`src/rtl/regfree_pkg.sv`:
```
`timescale 1ns/1ps
package regfree_pkg;

  typedef enum logic [1:0] {
    CLS_DROP = 2'd0,
    CLS_INT  = 2'd1,
    CLS_FP   = 2'd2
  } rel_cls_e;

  // Sort a released index into its pool, filtering the two zero registers.
  function automatic rel_cls_e classify(input int unsigned idx,
                                        input int unsigned int_phys,
                                        input int unsigned total,
                                        input int unsigned zero_reg);
    rel_cls_e cls;
    if (idx < int_phys) begin
      cls = (idx == zero_reg) ? CLS_DROP : CLS_INT;
    end else if (idx < total) begin
      cls = (idx == zero_reg + int_phys) ? CLS_DROP : CLS_FP;
    end else begin
      cls = CLS_DROP;
    end
    return cls;
  endfunction

endpackage

```
`src/rtl/regfree_router.sv`:
```
`timescale 1ns/1ps
module regfree_router
  import regfree_pkg::*;
#(
  parameter int IDX_W    = 5,
  parameter int INT_PHYS = 16,
  parameter int FP_PHYS  = 12,
  parameter int ZERO_REG = 0
) (
  input  logic             clk,
  input  logic             rst_n,
  input  logic             rel_vld,
  input  logic [IDX_W-1:0] rel_idx,
  output logic             to_int_vld,
  output logic             to_fp_vld
);

  localparam int TOTAL = INT_PHYS + FP_PHYS;

  rel_cls_e cls;

  always_comb begin
    cls        = classify(int'(rel_idx), INT_PHYS, TOTAL, ZERO_REG);
    to_int_vld = rel_vld && (cls == CLS_INT);
    to_fp_vld  = rel_vld && (cls == CLS_FP);
  end


  route_onehot_chk: assert property (@(posedge clk) disable iff (!rst_n)
    $onehot0({to_int_vld, to_fp_vld}));


  int_zero_drop_chk: assert property (@(posedge clk) disable iff (!rst_n)
    to_int_vld |-> (int'(rel_idx) != ZERO_REG) && (int'(rel_idx) < INT_PHYS));


  fp_zero_drop_chk: assert property (@(posedge clk) disable iff (!rst_n)
    to_fp_vld |-> (int'(rel_idx) != ZERO_REG + INT_PHYS) && (int'(rel_idx) >= INT_PHYS));

endmodule

```
`src/rtl/regfree_pool.sv`:
```
`timescale 1ns/1ps
module regfree_pool #(
  parameter int DEPTH     = 16,
  parameter int IDX_W     = 5,
  parameter int INIT_BASE = 8,
  parameter int INIT_CNT  = 8
) (
  input  logic                           clk,
  input  logic                           rst_n,
  input  logic                           alloc_req,
  output logic [IDX_W-1:0]               alloc_idx,
  output logic                           not_empty,
  output logic [$clog2(DEPTH+1)-1:0]     free_cnt,
  input  logic                           push0_vld,
  input  logic [IDX_W-1:0]               push0_idx,
  input  logic                           push1_vld,
  input  logic [IDX_W-1:0]               push1_idx,
  output logic                           underflow_err,
  output logic                           overflow_err
);

  localparam int PTR_W = (DEPTH > 1) ? $clog2(DEPTH) : 1;
  localparam int CNT_W = $clog2(DEPTH + 1);
  localparam logic [PTR_W-1:0] WR_RST = PTR_W'(INIT_CNT % DEPTH);

  function automatic logic [PTR_W-1:0] ptr_inc(input logic [PTR_W-1:0] p);
    return (p == PTR_W'(DEPTH - 1)) ? '0 : p + 1'b1;
  endfunction

  logic [IDX_W-1:0] mem_q [DEPTH];
  logic [PTR_W-1:0] rd_q, rd_d, wr_q, wr_d, wr1_ptr;
  logic [CNT_W-1:0] cnt_q, cnt_d;
  logic             uf_q, uf_d, of_q, of_d;
  logic             pop, acc0, acc1;
  logic [CNT_W:0]   space;

  // Next-state logic
  always_comb begin
    pop   = alloc_req && (cnt_q != '0);
    space = (CNT_W+1)'(DEPTH) - {1'b0, cnt_q} + (CNT_W+1)'(pop);
    acc0  = push0_vld && (space >= (CNT_W+1)'(1));
    acc1  = push1_vld && (acc0 ? (space >= (CNT_W+1)'(2))
                               : (space >= (CNT_W+1)'(1)));
    wr1_ptr = acc0 ? ptr_inc(wr_q) : wr_q;
    if (acc0 && acc1)      wr_d = ptr_inc(ptr_inc(wr_q));
    else if (acc0 || acc1) wr_d = ptr_inc(wr_q);
    else                   wr_d = wr_q;
    rd_d  = pop ? ptr_inc(rd_q) : rd_q;
    cnt_d = CNT_W'({1'b0, cnt_q} + (CNT_W+1)'(acc0) + (CNT_W+1)'(acc1)
                   - (CNT_W+1)'(pop));
    uf_d  = uf_q || (alloc_req && (cnt_q == '0));
    of_d  = of_q || (push0_vld && !acc0) || (push1_vld && !acc1);
  end

  // Storage: one register per entry with its own write enable
  for (genvar i = 0; i < DEPTH; i++) begin : g_entry
    localparam logic [IDX_W-1:0] RST_VAL = (i < INIT_CNT) ? IDX_W'(INIT_BASE + i) : '0;
    logic             we;
    logic [IDX_W-1:0] wdata;

    always_comb begin
      we    = (acc0 && (wr_q == PTR_W'(i))) || (acc1 && (wr1_ptr == PTR_W'(i)));
      wdata = (acc1 && (wr1_ptr == PTR_W'(i))) ? push1_idx : push0_idx;
    end

    always_ff @(posedge clk or negedge rst_n) begin
      if (!rst_n) begin
        mem_q[i] <= RST_VAL;
      end else if (we) begin
        mem_q[i] <= wdata;
      end
    end
  end

  // Control registers
  always_ff @(posedge clk or negedge rst_n) begin
    if (!rst_n) begin
      rd_q  <= '0;
      wr_q  <= WR_RST;
      cnt_q <= CNT_W'(INIT_CNT);
      uf_q  <= 1'b0;
      of_q  <= 1'b0;
    end else begin
      rd_q  <= rd_d;
      wr_q  <= wr_d;
      cnt_q <= cnt_d;
      uf_q  <= uf_d;
      of_q  <= of_d;
    end
  end

  assign alloc_idx     = mem_q[rd_q];
  assign not_empty     = (cnt_q != '0);
  assign free_cnt      = cnt_q;
  assign underflow_err = uf_q;
  assign overflow_err  = of_q;


  cnt_bound_chk: assert property (@(posedge clk) disable iff (!rst_n)
    free_cnt <= CNT_W'(DEPTH));


  empty_alloc_chk: assert property (@(posedge clk) disable iff (!rst_n)
    (alloc_req && !not_empty && !push0_vld && !push1_vld)
      |=> (free_cnt == '0) && underflow_err);


  uf_sticky_chk: assert property (@(posedge clk) disable iff (!rst_n)
    underflow_err |=> underflow_err);


  of_sticky_chk: assert property (@(posedge clk) disable iff (!rst_n)
    overflow_err |=> overflow_err);


  full_push_chk: assert property (@(posedge clk) disable iff (!rst_n)
    (free_cnt == CNT_W'(DEPTH) && !alloc_req && push0_vld)
      |=> overflow_err && (free_cnt == CNT_W'(DEPTH)));


  swap_cnt_chk: assert property (@(posedge clk) disable iff (!rst_n)
    (alloc_req && not_empty && (push0_vld != push1_vld)) |=> $stable(free_cnt));

endmodule

```
`src/rtl/regfree_list.sv`:
```
`timescale 1ns/1ps
module regfree_list #(
  parameter int INT_PHYS = 16,
  parameter int INT_LOG  = 8,
  parameter int FP_PHYS  = 12,
  parameter int FP_LOG   = 6,
  parameter int ZERO_REG = 0,
  parameter int IDX_W    = $clog2(INT_PHYS + FP_PHYS)
) (
  input  logic                            clk,
  input  logic                            rst_n,
  input  logic                            int_alloc_req,
  output logic [IDX_W-1:0]                int_alloc_idx,
  input  logic                            fp_alloc_req,
  output logic [IDX_W-1:0]                fp_alloc_idx,
  input  logic                            rel_vld,
  input  logic [IDX_W-1:0]                rel_idx,
  input  logic                            int_rel_vld,
  input  logic [IDX_W-1:0]                int_rel_idx,
  input  logic                            fp_rel_vld,
  input  logic [IDX_W-1:0]                fp_rel_idx,
  output logic                            int_not_empty,
  output logic [$clog2(INT_PHYS+1)-1:0]   int_free_cnt,
  output logic                            fp_not_empty,
  output logic [$clog2(FP_PHYS+1)-1:0]    fp_free_cnt,
  output logic                            underflow_err,
  output logic                            overflow_err
);

  logic [1:0] rst_sync_q;
  logic       core_rst_n;
  logic       g_to_int, g_to_fp;
  logic       int_uf, int_of, fp_uf, fp_of;

  // Asynchronous assert, synchronous release
  always_ff @(posedge clk or negedge rst_n) begin
    if (!rst_n) rst_sync_q <= 2'b00;
    else        rst_sync_q <= {rst_sync_q[0], 1'b1};
  end
  assign core_rst_n = rst_sync_q[1];

  regfree_router #(
    .IDX_W(IDX_W), .INT_PHYS(INT_PHYS), .FP_PHYS(FP_PHYS), .ZERO_REG(ZERO_REG)
  ) u_router (
    .clk(clk), .rst_n(core_rst_n),
    .rel_vld(rel_vld), .rel_idx(rel_idx),
    .to_int_vld(g_to_int), .to_fp_vld(g_to_fp)
  );

  regfree_pool #(
    .DEPTH(INT_PHYS), .IDX_W(IDX_W), .INIT_BASE(INT_LOG), .INIT_CNT(INT_PHYS - INT_LOG)
  ) u_int_pool (
    .clk(clk), .rst_n(core_rst_n),
    .alloc_req(int_alloc_req), .alloc_idx(int_alloc_idx),
    .not_empty(int_not_empty), .free_cnt(int_free_cnt),
    .push0_vld(g_to_int), .push0_idx(rel_idx),
    .push1_vld(int_rel_vld), .push1_idx(int_rel_idx),
    .underflow_err(int_uf), .overflow_err(int_of)
  );

  regfree_pool #(
    .DEPTH(FP_PHYS), .IDX_W(IDX_W), .INIT_BASE(INT_PHYS + FP_LOG), .INIT_CNT(FP_PHYS - FP_LOG)
  ) u_fp_pool (
    .clk(clk), .rst_n(core_rst_n),
    .alloc_req(fp_alloc_req), .alloc_idx(fp_alloc_idx),
    .not_empty(fp_not_empty), .free_cnt(fp_free_cnt),
    .push0_vld(g_to_fp), .push0_idx(rel_idx),
    .push1_vld(fp_rel_vld), .push1_idx(fp_rel_idx),
    .underflow_err(fp_uf), .overflow_err(fp_of)
  );

  assign underflow_err = int_uf || fp_uf;
  assign overflow_err  = int_of || fp_of;

endmodule

```
`config.mk`:
```
export PLATFORM = sky130hd
export DESIGN_NAME = regfree_list
export DESIGN_NICKNAME = d
export VERILOG_FILES = /design/src/rtl/regfree_pkg.sv /design/src/rtl/regfree_router.sv /design/src/rtl/regfree_pool.sv /design/src/rtl/regfree_list.sv
export SDC_FILE = /design/constraint.sdc
export NUM_CORES = 1
export LEC_CHECK = 0
export BUFFER_PORTS_ARGS = -buffer_cell sky130_fd_sc_hd__buf_2
export CAP_MARGIN = 10
export CELL_PAD_IN_SITES_DETAIL_PLACEMENT = 0
export CELL_PAD_IN_SITES_GLOBAL_PLACEMENT = 1
export CORE_ASPECT_RATIO = 0.5
export CORE_MARGIN = 1
export CORE_UTILIZATION = 46
export DETAILED_ROUTE_END_ITERATION = 10
export GPL_ROUTABILITY_DRIVEN = 0
export PLACE_DENSITY_LB_ADDON = 0.1
export SLEW_MARGIN = 20
export SYNTH_ARGS = -nofsm -noshare
export SYNTH_HDL_FRONTEND = slang
export SYNTH_SLANG_ARGS = --single-unit
```
`constraint.sdc`:
```
create_clock -name clk -period 5.4 [get_ports clk]
set_clock_uncertainty 0.05 [all_clocks]
set_input_delay 0.54 -clock clk [delete_from_list [all_inputs] [get_ports clk]]
set_output_delay 0.54 -clock clk [all_outputs]
set_load 0.02 [all_outputs]
```
### Word level (Yosys, flattened, before mapping)

Index checks and enable logic that the tools add are counted.

* add/subtract/negate cells: 16
* multiply operators: 0
* divide/modulo/power cells: 0
* order comparisons: 8
* equality and inequality tests: 59
* shifts and indexed selects: 0
* multiplexer cells: 52
* bitwise gates (word level): 2
* reduce and logical (&&, ||, !) cells: 125

Operators by type and width (number)
* $mux 5: 32
* $eq 4x4->1 const B: 28
* $logic_and 1x1->1: 72
* $eq 4x3->1 const B: 16
* $mux 4: 12
* $bmux 5 s4: 2
* $logic_or 1x1->1: 38
* $eq 4x2->1 const B: 8
* $add 4x1->4 const B: 6
* $logic_not 4->1: 5
* $eq 4x1->1 const B: 4
* $add 5x1->5: 3
* $ge 5x5->1 const B: 2
* $logic_not 5->1: 2
* $lt 5x5->1 const B: 2
* $not 4->5: 2
* $add 4x1->4: 2
* $add 6x1->6: 1
* $ge 6x1->1 const B: 1
* $ge 6x2->1 const B: 1
* $mux 2: 3
* $sub 5x5->6 const A: 1
* $eq 5x5->1 const B: 1
* $ge 5x1->1 const B: 1
* 11 further kinds: 17

* flip-flop bits (word level): 171
* latch bits: 0
* RAM bits: 0
* ROM bits: 0
* input port bits: 22
* output and inout port bits: 23
* memories kept: 0

### Longest topological paths before layout

Gate-level depths: netlist of the first run.

* depth in word-level cells: 12
* gate-level depth with buffers: 21
* gate-level depth less buffers: 20

### Cells and area by module

From an unflattened synthesis of the first run, not the netlist that was laid out.

* cells, all modules: 911
* area total of the unflattened synthesis: 11446.0 um^2

By module, submodules not included
* regfree_pool at u_int_pool: times used 1, cells each 499, area an instance 6346.1 um^2
* regfree_pool at u_fp_pool: times used 1, cells each 403, area an instance 5002.3 um^2
* regfree_list: times used 1, cells each 5, area an instance 66.3 um^2
* regfree_router: times used 1, cells each 4, area an instance 31.3 um^2

### Worst setup path before layout of the first run

Ideal clock, no wire load.

* path kind: reg-to-reg
* from: register u_int_pool.cnt_q[2] (netlist: u_int_pool.free_cnt[2])
* to: register u_int_pool.cnt_q[4] (netlist: u_int_pool.free_cnt[4])
* library setup time: 80 ps
* arrival time: 4611 ps
* required time: 5270 ps
* setup slack: 659 ps
* cell stages (with the launch flop): 22
* cell sequence: dfrtp_1 -> inv_1 -> ha_1 -> or4b_2 -> nand2_1 -> ha_1 -> inv_1 -> ha_1 -> and3_1 -> a31o_2 -> and3_1 -> clkbuf_1 -> nor2_4 -> inv_1 -> ha_1 -> inv_1 -> fa_1 -> fa_1 -> a21oi_1 -> nor2_1 -> nor2_1 -> xnor2_1

* word-level cells in the longest chain between the ends: 9

Ends and longest elaborated chain
* start: declaration: RTL line regfree_pool.sv:32 `logic [CNT_W-1:0] cnt_q, cnt_d;`
* start signal: assignment: RTL line regfree_pool.sv:80 `cnt_q <= CNT_W'(INIT_CNT);`
* start signal: assignment: RTL line regfree_pool.sv:86 `cnt_q <= cnt_d;`
* $reduce_bool 5->1 (*)
* via int_not_empty: RTL line regfree_list.sv:22 `output logic int_not_empty,`
* $logic_and 1x1->1 (*): RTL line regfree_pool.sv:39 `pop = alloc_req && (cnt_q != '0);`
* branches (longest 6 deep; another with $add 6x1->6)
* $sub 5x1->5 (*): RTL line regfree_pool.sv:50 `- (CNT_W+1)'(pop));`
* via u_int_pool.cnt_d[4]: RTL line regfree_pool.sv:32

Mark *: on every way through the listed nets, which the timed path passes.
A chain may end at the register's enable or synchronous reset.

### Worst setup path after layout of the first run

* from: register u_int_pool.cnt_q[2] (netlist: u_int_pool.free_cnt[2])
* to: register u_int_pool.cnt_q[4] (netlist: u_int_pool.free_cnt[4])

* word-level cells in the longest chain between the ends: 9

Ends and longest elaborated chain (RTL line)
* branches (longest 8 deep; another with $sub 5x5->6)
* $sub 5x1->5 (*): regfree_pool.sv:50
* via u_int_pool.cnt_d[4]: regfree_pool.sv:32

Marked as above.

==> results of run 1 <==
[per-layer routing]
metal / up-vias / global-route usage / part of all wire
met5: - / 0 / 0
met4: 0 / 0.0634 / 0.010
met3: 19 / 0.0487 / 0.040
met2: 136 / 0.387 / 0.44
met1: 3677 / 0.353 / 0.51
li1: 3385 / - / -
[how the worst max path moves through the flow]
stage                                          start                          endpoint  cells past startpoint
floorplan                    rst_sync_q[1]$_DFF_PN0_   u_fp_pool.free_cnt[0]$_DFF_PN0_                      0
global placement    u_int_pool.free_cnt[2]$_DFF_PN0_  u_int_pool.free_cnt[4]$_DFF_PN0_                     20
detailed placement  u_int_pool.free_cnt[2]$_DFF_PN0_  u_int_pool.free_cnt[4]$_DFF_PN0_                     20
CTS                 u_int_pool.free_cnt[2]$_DFF_PN0_  u_int_pool.free_cnt[4]$_DFF_PN0_                     20
global route        u_int_pool.free_cnt[2]$_DFF_PN0_  u_int_pool.free_cnt[4]$_DFF_PN0_                     20
finish              u_int_pool.free_cnt[2]$_DFF_PN0_  u_int_pool.free_cnt[4]$_DFF_PN0_                     20
[state kept, by name, indices dropped and copies added, names as in the netlist]
name	cells
u_int_pool.mem_q	80
u_fp_pool.mem_q	60
u_int_pool.free_cnt	5
u_fp_pool.free_cnt	4
u_fp_pool.rd_q	4
u_fp_pool.wr_q	4
u_int_pool.rd_q	4
u_int_pool.wr_q	4
rst_sync_q	2
u_fp_pool.overflow_err	1
u_fp_pool.underflow_err	1
u_int_pool.overflow_err	1
u_int_pool.underflow_err	1
[power breakdown]
group	switching (W)	internal (W)
Sequential	0.000570	0.00202
Clock	0.000532	0.000715
Combinational	0.00172	0.00162
[Yosys cell counts, types with 4 or more instances]
| library cell | number |
|---|---|
| nor3_1 | 4 |
| ha_1 | 30 |
| nand2_1 | 67 |
| a31oi_1 | 5 |
| xnor2_1 | 9 |
| buf_1 | 5 |
| o21ai_0 | 28 |
| clkbuf_1 | 44 |
| mux2_2 | 118 |
| dfrtp_1 | 126 |
| inv_1 | 42 |
| a221oi_1 | 5 |
| mux4_2 | 25 |
| nand4_1 | 5 |
| and3_1 | 6 |
| nand4b_1 | 4 |
| xor2_1 | 5 |
| a21o_1 | 4 |
| a21oi_1 | 21 |
| nor2b_1 | 8 |
| a22oi_1 | 7 |
| nor2_1 | 25 |
| mux2i_1 | 164 |
| nand3_1 | 30 |
| dfstp_2 | 45 |
| nor4_4 | 4 |
| o22ai_1 | 6 |
| fa_1 | 4 |
| nand2b_1 | 17 |
[cell families after synthesis]
logic type	synth area share
AO/OA/AOI/OAI	0.0629
XOR/XNOR	0.0115
adder cells (fa/ha/maj)	0.0428
buffers and inverters	0.0356
flip-flops	0.407
multiplexers	0.343
other	0.000352
AND/OR/NAND/NOR	0.0965
[per-stage QoR]
step	cell area, µm²	util	setup slack, ps
floorplan	10600	-	311
global placement	11100	0.500	422
detailed placement	11100	0.500	276
CTS	11700	0.527	261
global route	11700	0.527	201
finish	11700	0.527	539
[timing repair]
action                                 CTS  global route
setup endpoints to repair                0             1
setup buffers                            0             1
gates resized for setup                  0             0
endpoints found under the hold margin    2             0
hold buffers                             1             0
[layout make-up]
type / instances / area share
inverter: 43 / 0.0138
timing repair buffer: 51 / 0.0246
sequential: 171 / 0.372
clock buffer: 21 / 0.0403
clock inverter: 11 / 0.0102
multi-input combinational: 654 / 0.507
tap: 300 / 0.0321
[worst reg2reg max path, delay by kind of cell, from the launching register on]
family                   cells  cell delay, ps
adder cells (fa/ha/maj)      6            1770
XOR/XNOR                     1             120
AO/OA/AOI/OAI                2             400
flip-flops                   1             420
AND/OR/NAND/NOR              7            1670
buffers and inverters        4             370
==> run metrics, run 1 <==
dpl hpwl=18700 µm; clock root cell=clkbuf_16; initial antenna violation count=0; CP Class=flip-flop to flip-flop; most common flop cell mapped by yosys=dfrtp_1; DRC errors left=0; non-filler cells in the finished layout=1251; Routed Antenna Nets=0; maxcap violations=0; clock buffer depth=2; final setup TNS=0 ps; nets=994; layout cell share with drive strength beyond 1=0.311; Total Power=0.00717 W; largest net degree at the start of global routing=100; Seq/Total Area, Yosys=0.407; worst hold path class=flip-flop to async pin; area grow syn2layout=9.77%; period utilization=0.900; Total GRT Usage=0.248; die width=217 µm; DP Cell Count=1217; PwrDens=614 mW/mm²; Starting Density=0.480; reg2reg end=u_int_pool.free_cnt[4]$_DFF_PN0_; area of the multi-input gates=0.00593 mm²; post-DR vias/cell=5.77; CP bufs+invs=4; Cell Area, Synth=0.0106 mm²; GR Overflow Total=0; die area=0.0238 mm²; Crit path largest cell delay=660 ps; # rows=38; clock slew at reported path FFs=70 ps; Core ar.=0.0222 mm²; RSZ-0062 raised after global routing=false; Worst-Skew Late Latency=440 ps; CP Cell Sequence=inv_1 > ha_1 > or4b_2 > nand2_1 > ha_1 > inv_1 > ha_1 > and3_1 > a31o_2 > and3_1 > nor2_4 > inv_1 > ha_1 > inv_1 > fa_1 > fa_1 > a21oi_1 > nor2_1 > nor2_1 > xnor2_1; CTS sink cnt=171; synth unique cells=71; Max Freq=206 MHz; CP Max Fanout=9; Yosys top cell area share=0.296; Die Y=110 µm; post-layout min period=4860 ps; Hold Violations, Final=0; Static Leak=5.73 nW; first-pass GRT wire length=43600 µm; H-tree levels=4; r2r setup slk=540 ps; slew margin rel.=0.288; most common cell after layout, fill and taps aside=mux2i_1; Pre-antenna DRT Iters=5; area leader, netlist=dfrtp_1; Critical Path RT=5720 ps; Peak VDD IR=0.274 mV; # fillers=1976; routed length per instance=22.1 µm; slowest stage cell, crit path=or4b_2; Worst Setup Start Kind=flip-flop; worst r2r src=u_int_pool.free_cnt[2]$_DFF_PN0_; CP Capture Type=flip-flop; TritonCTS clock tree=done; Final Setup Violations=0; Iter 0 DRT Violations=544; FF+latch area=0.00434 mm²; port bufs=44; ys async rst share=1.00; Syn Nets=978; largest cells by area after synthesis=dfrtp_1, mux2i_1, mux2_2, dfstp_2, mux4_2; Post-synth EDFFs=0; Synth Register Bits=171; Ports=45; Avg Inst Size Synth=11.5 µm²; Vias=7217; DRT Wirelength=27700 µm; vias in the first global route=7449; cell family with most CP delay=adder cells; worst-margin pin slew=1070 ps; most frequent cells in the layout=mux2i_1, dfrtp_1, mux2_2; Synth Instances=922; yosys warns=0; Worst Path Arrival=5180 ps; status=completed; total CTS buffers=17; worst r2r path cells=20; ant diodes=0; Pins Over Slew Limit=0; final hold slack=181 ps
Note: power is estimated with default switching activity, not from simulation.
==> run 2, diff against run 1 <==
BUFFER_PORTS_ARGS = default   (was -buffer_cell sky130_fd_sc_hd__buf_2)
CORE_UTILIZATION = 48   (was 46)
CTS_CLUSTER_DIAMETER = 120   (was default)
DONT_BUFFER_PORTS = 1   (was default)
==> run 2 against run 1 <==
Power fell by 0.72%. Sequential share of layout area rose by 0.49 points. Via count is 1.7% lower. Sequential power is 2% higher. Worst hold slack worse by 18 ps. Die area is 4.1% lower. Highest routed layer unchanged.
==> run metrics, run 2 (same netlist as run 1, synthesis figures left out) <==
status=completed; Total Power=0.00712 W (-0.72%); slew margin rel.=0.272 (-0.0168); Routed Antenna Nets=0 (unchanged); Pre-antenna DRT Iters=5 (unchanged); final setup TNS=0 ps (unchanged); Net Switching=0.00279 W (-1.2%); total CTS buffers=17 (unchanged); Hold Violations, Final=0 (unchanged); max FFs per register=80 (unchanged); area grow syn2layout=8.34%; Placement Setup Slack=547 ps (+271 ps); Iter 0 DRT Violations=426 (-22%); worst hold path class=flip-flop to async pin; routed length per instance=22.7 µm (+2.5%); Worst Path Arrival=5200 ps (+20 ps); clock buffer depth=2 (unchanged); Total GRT Usage=0.259 (+0.0108); Ports=45 (unchanged); Top reg by flops=u_int_pool.mem_q; post-route setup slack=517 ps (-21.8 ps); Critical Path RT=5710 ps (about the same); CP Capture Type=flip-flop; GR Overflow Total=0 (unchanged); die width=213 µm (-2.1%); Logic pwr share=0.445 (-0.021); switching part of the total=0.392 (-0.00199); # rows=38 (unchanged); worst r2r src=u_int_pool.free_cnt[2]$_DFF_PN0_; largest net degree at the start of global routing=99 (-1.0%); Die Y=107 µm (-2.1%); Vias=7097 (-1.7%); most frequent cells in the layout=mux2i_1, dfrtp_1, mux2_2; Pins Over Slew Limit=0 (unchanged); initial antenna violation count=0 (unchanged); r2r setup slk=520 ps (-20 ps); port bufs=0 (-100%); most common cell after layout, fill and taps aside=mux2i_1; Worst Setup Start Kind=flip-flop; worst-margin pin slew=1090 ps (+25.2 ps); clock root cell=clkbuf_16; RSZ-0062 raised after global routing=false; TritonCTS clock tree=done; Core ar.=0.0217 mm² (-2.1%); dpl hpwl=18600 µm (-0.46%); non-filler cells in the finished layout=1209 (-3.4%); worst r2r path cells=20 (unchanged); Clock power frac=0.184 (+0.010); die area=0.0228 mm² (-4.1%); DRT Wirelength=27400 µm (-0.95%); DP Cell Count=1175 (-3.5%); PwrDens=618 mW/mm² (+0.60%); post-layout min period=4880 ps (+21.8 ps); layout cell share with drive strength beyond 1=0.279 (-0.0318); Static Leak=5.60 nW (-2.3%); Peak VDD IR=0.290 mV (+5.8%); ant diodes=0 (unchanged); maxcap violations=0 (unchanged); period utilization=0.904 (+0.00404); dpl cell area=0.0109 mm² (-1.9%); post-CTS sizing=0 (unchanged); Max Freq=205 MHz (-0.45%); Worst-Skew Late Latency=450 ps (about the same); Largest regs=u_int_pool.mem_q x80, u_fp_pool.mem_q x60, u_int_pool.free_cnt x5; DRC errors left=0 (unchanged); nets=952 (-4.2%); Starting Density=0.491 (+0.0105); CTS sink cnt=171 (unchanged); CP Class=flip-flop to flip-flop; Flop pwr share=0.372 (+0.012); Final Setup Violations=0 (unchanged); clock slew at reported path FFs=70 ps (about the same); fin area=0.0115 mm² (-1.3%); first-pass GRT wire length=43600 µm (about the same); post-DR vias/cell=5.87 (+1.8%); reg2reg end=u_int_pool.free_cnt[4]$_DFF_PN0_; CP Max Fanout=9 (unchanged); H-tree levels=4 (unchanged); Int Pwr=0.00433 W (-0.39%); vias in the first global route=7320 (-1.7%)
-- run 2: cell types whose count changed in the layout (fill, tap and decap cells not counted) --
cell | previous run | this run
buf_2 | 44 | 0
clkinvlp_4 | 4 | 2
buf_16 | 0 | 1
buf_4 | 5 | 6
bufinv_16 | 2 | 3
clkbuf_8 | 3 | 4
clkinv_2 | 4 | 3
inv_6 | 0 | 1
-- run 2: repair_timing --
action,in CTS,in global routing
endpoints found under the setup margin,0,0
hold buffers,1,0
buffers inserted,0,0
endpoints found under the hold margin,2,0
-- run 2: worst max path at each step --
stage | cells after the start | end | slack, ps | start
3_3_place_gp | 20 | u_int_pool.free_cnt[4]$_DFF_PN0_ | 640 | u_int_pool.free_cnt[2]$_DFF_PN0_
4_1_cts | 20 | u_int_pool.free_cnt[4]$_DFF_PN0_ | 530 | u_int_pool.free_cnt[2]$_DFF_PN0_
3_5_place_dp | 20 | u_int_pool.free_cnt[4]$_DFF_PN0_ | 550 | u_int_pool.free_cnt[2]$_DFF_PN0_
6_report | 20 | u_int_pool.free_cnt[4]$_DFF_PN0_ | 520 | u_int_pool.free_cnt[2]$_DFF_PN0_
5_1_grt | 20 | u_int_pool.free_cnt[4]$_DFF_PN0_ | 210 | u_int_pool.free_cnt[2]$_DFF_PN0_
2_1_floorplan | 0 | u_fp_pool.free_cnt[0]$_DFF_PN0_ | 310 | rst_sync_q[1]$_DFF_PN0_
-- run 2: layer usage --
layer,global-route usage,routed length (µm),vias to the layer above
met2,0.402,12600,128
met3,0.0551,1130,20
li1,-,-,3298
met4,0.0653,329,0
met1,0.366,13300,3651
met5,0,0,-
-- run 2: final cells by class --
| cell class | instances | area, µm² |
|---|---|---|
| timing repair buffer | 9 | 103 |
| sequential | 171 | 4340 |
| fill | 1929 | 10200 |
| multi-input combinational | 654 | 5930 |
| clock inverter | 10 | 138 |
| clock buffer | 22 | 484 |
| tap | 300 | 375 |
| inverter | 43 | 161 |
-- run 2: per-stage QoR --
stage          hold WS [ps]  utilization
2_1_floorplan           194            -
3_3_place_gp            194        0.501
3_5_place_dp            194        0.501
4_1_cts                 162        0.530
5_1_grt                 163        0.532
6_report                163        0.532
-- run 2: critical path: stages, from the launching register on --
cell	delay, ps
dfrtp_1	490
inv_1	150
ha_1	200
or4b_2	730
nand2_1	150
ha_1	180
inv_1	50
ha_1	210
and3_1	190
a31o_2	250
and3_1	290
nor2_4	130
inv_1	140
ha_1	310
inv_1	40
fa_1	400
fa_1	410
a21oi_1	140
nor2_1	50
nor2_1	110
xnor2_1	130
-- run 2: power by group through the flow --
stage | combinational [W] | clock [W] | sequential, W
after floorplan | 0.00271 | 0 | 0.00234
after global placement | 0.00306 | 0 | 0.00266
after detailed placement | 0.00314 | 0 | 0.00267
after CTS | 0.00316 | 0.00133 | 0.00265
after global routing | 0.00348 | 0.00139 | 0.00274
final | 0.00317 | 0.00131 | 0.00265
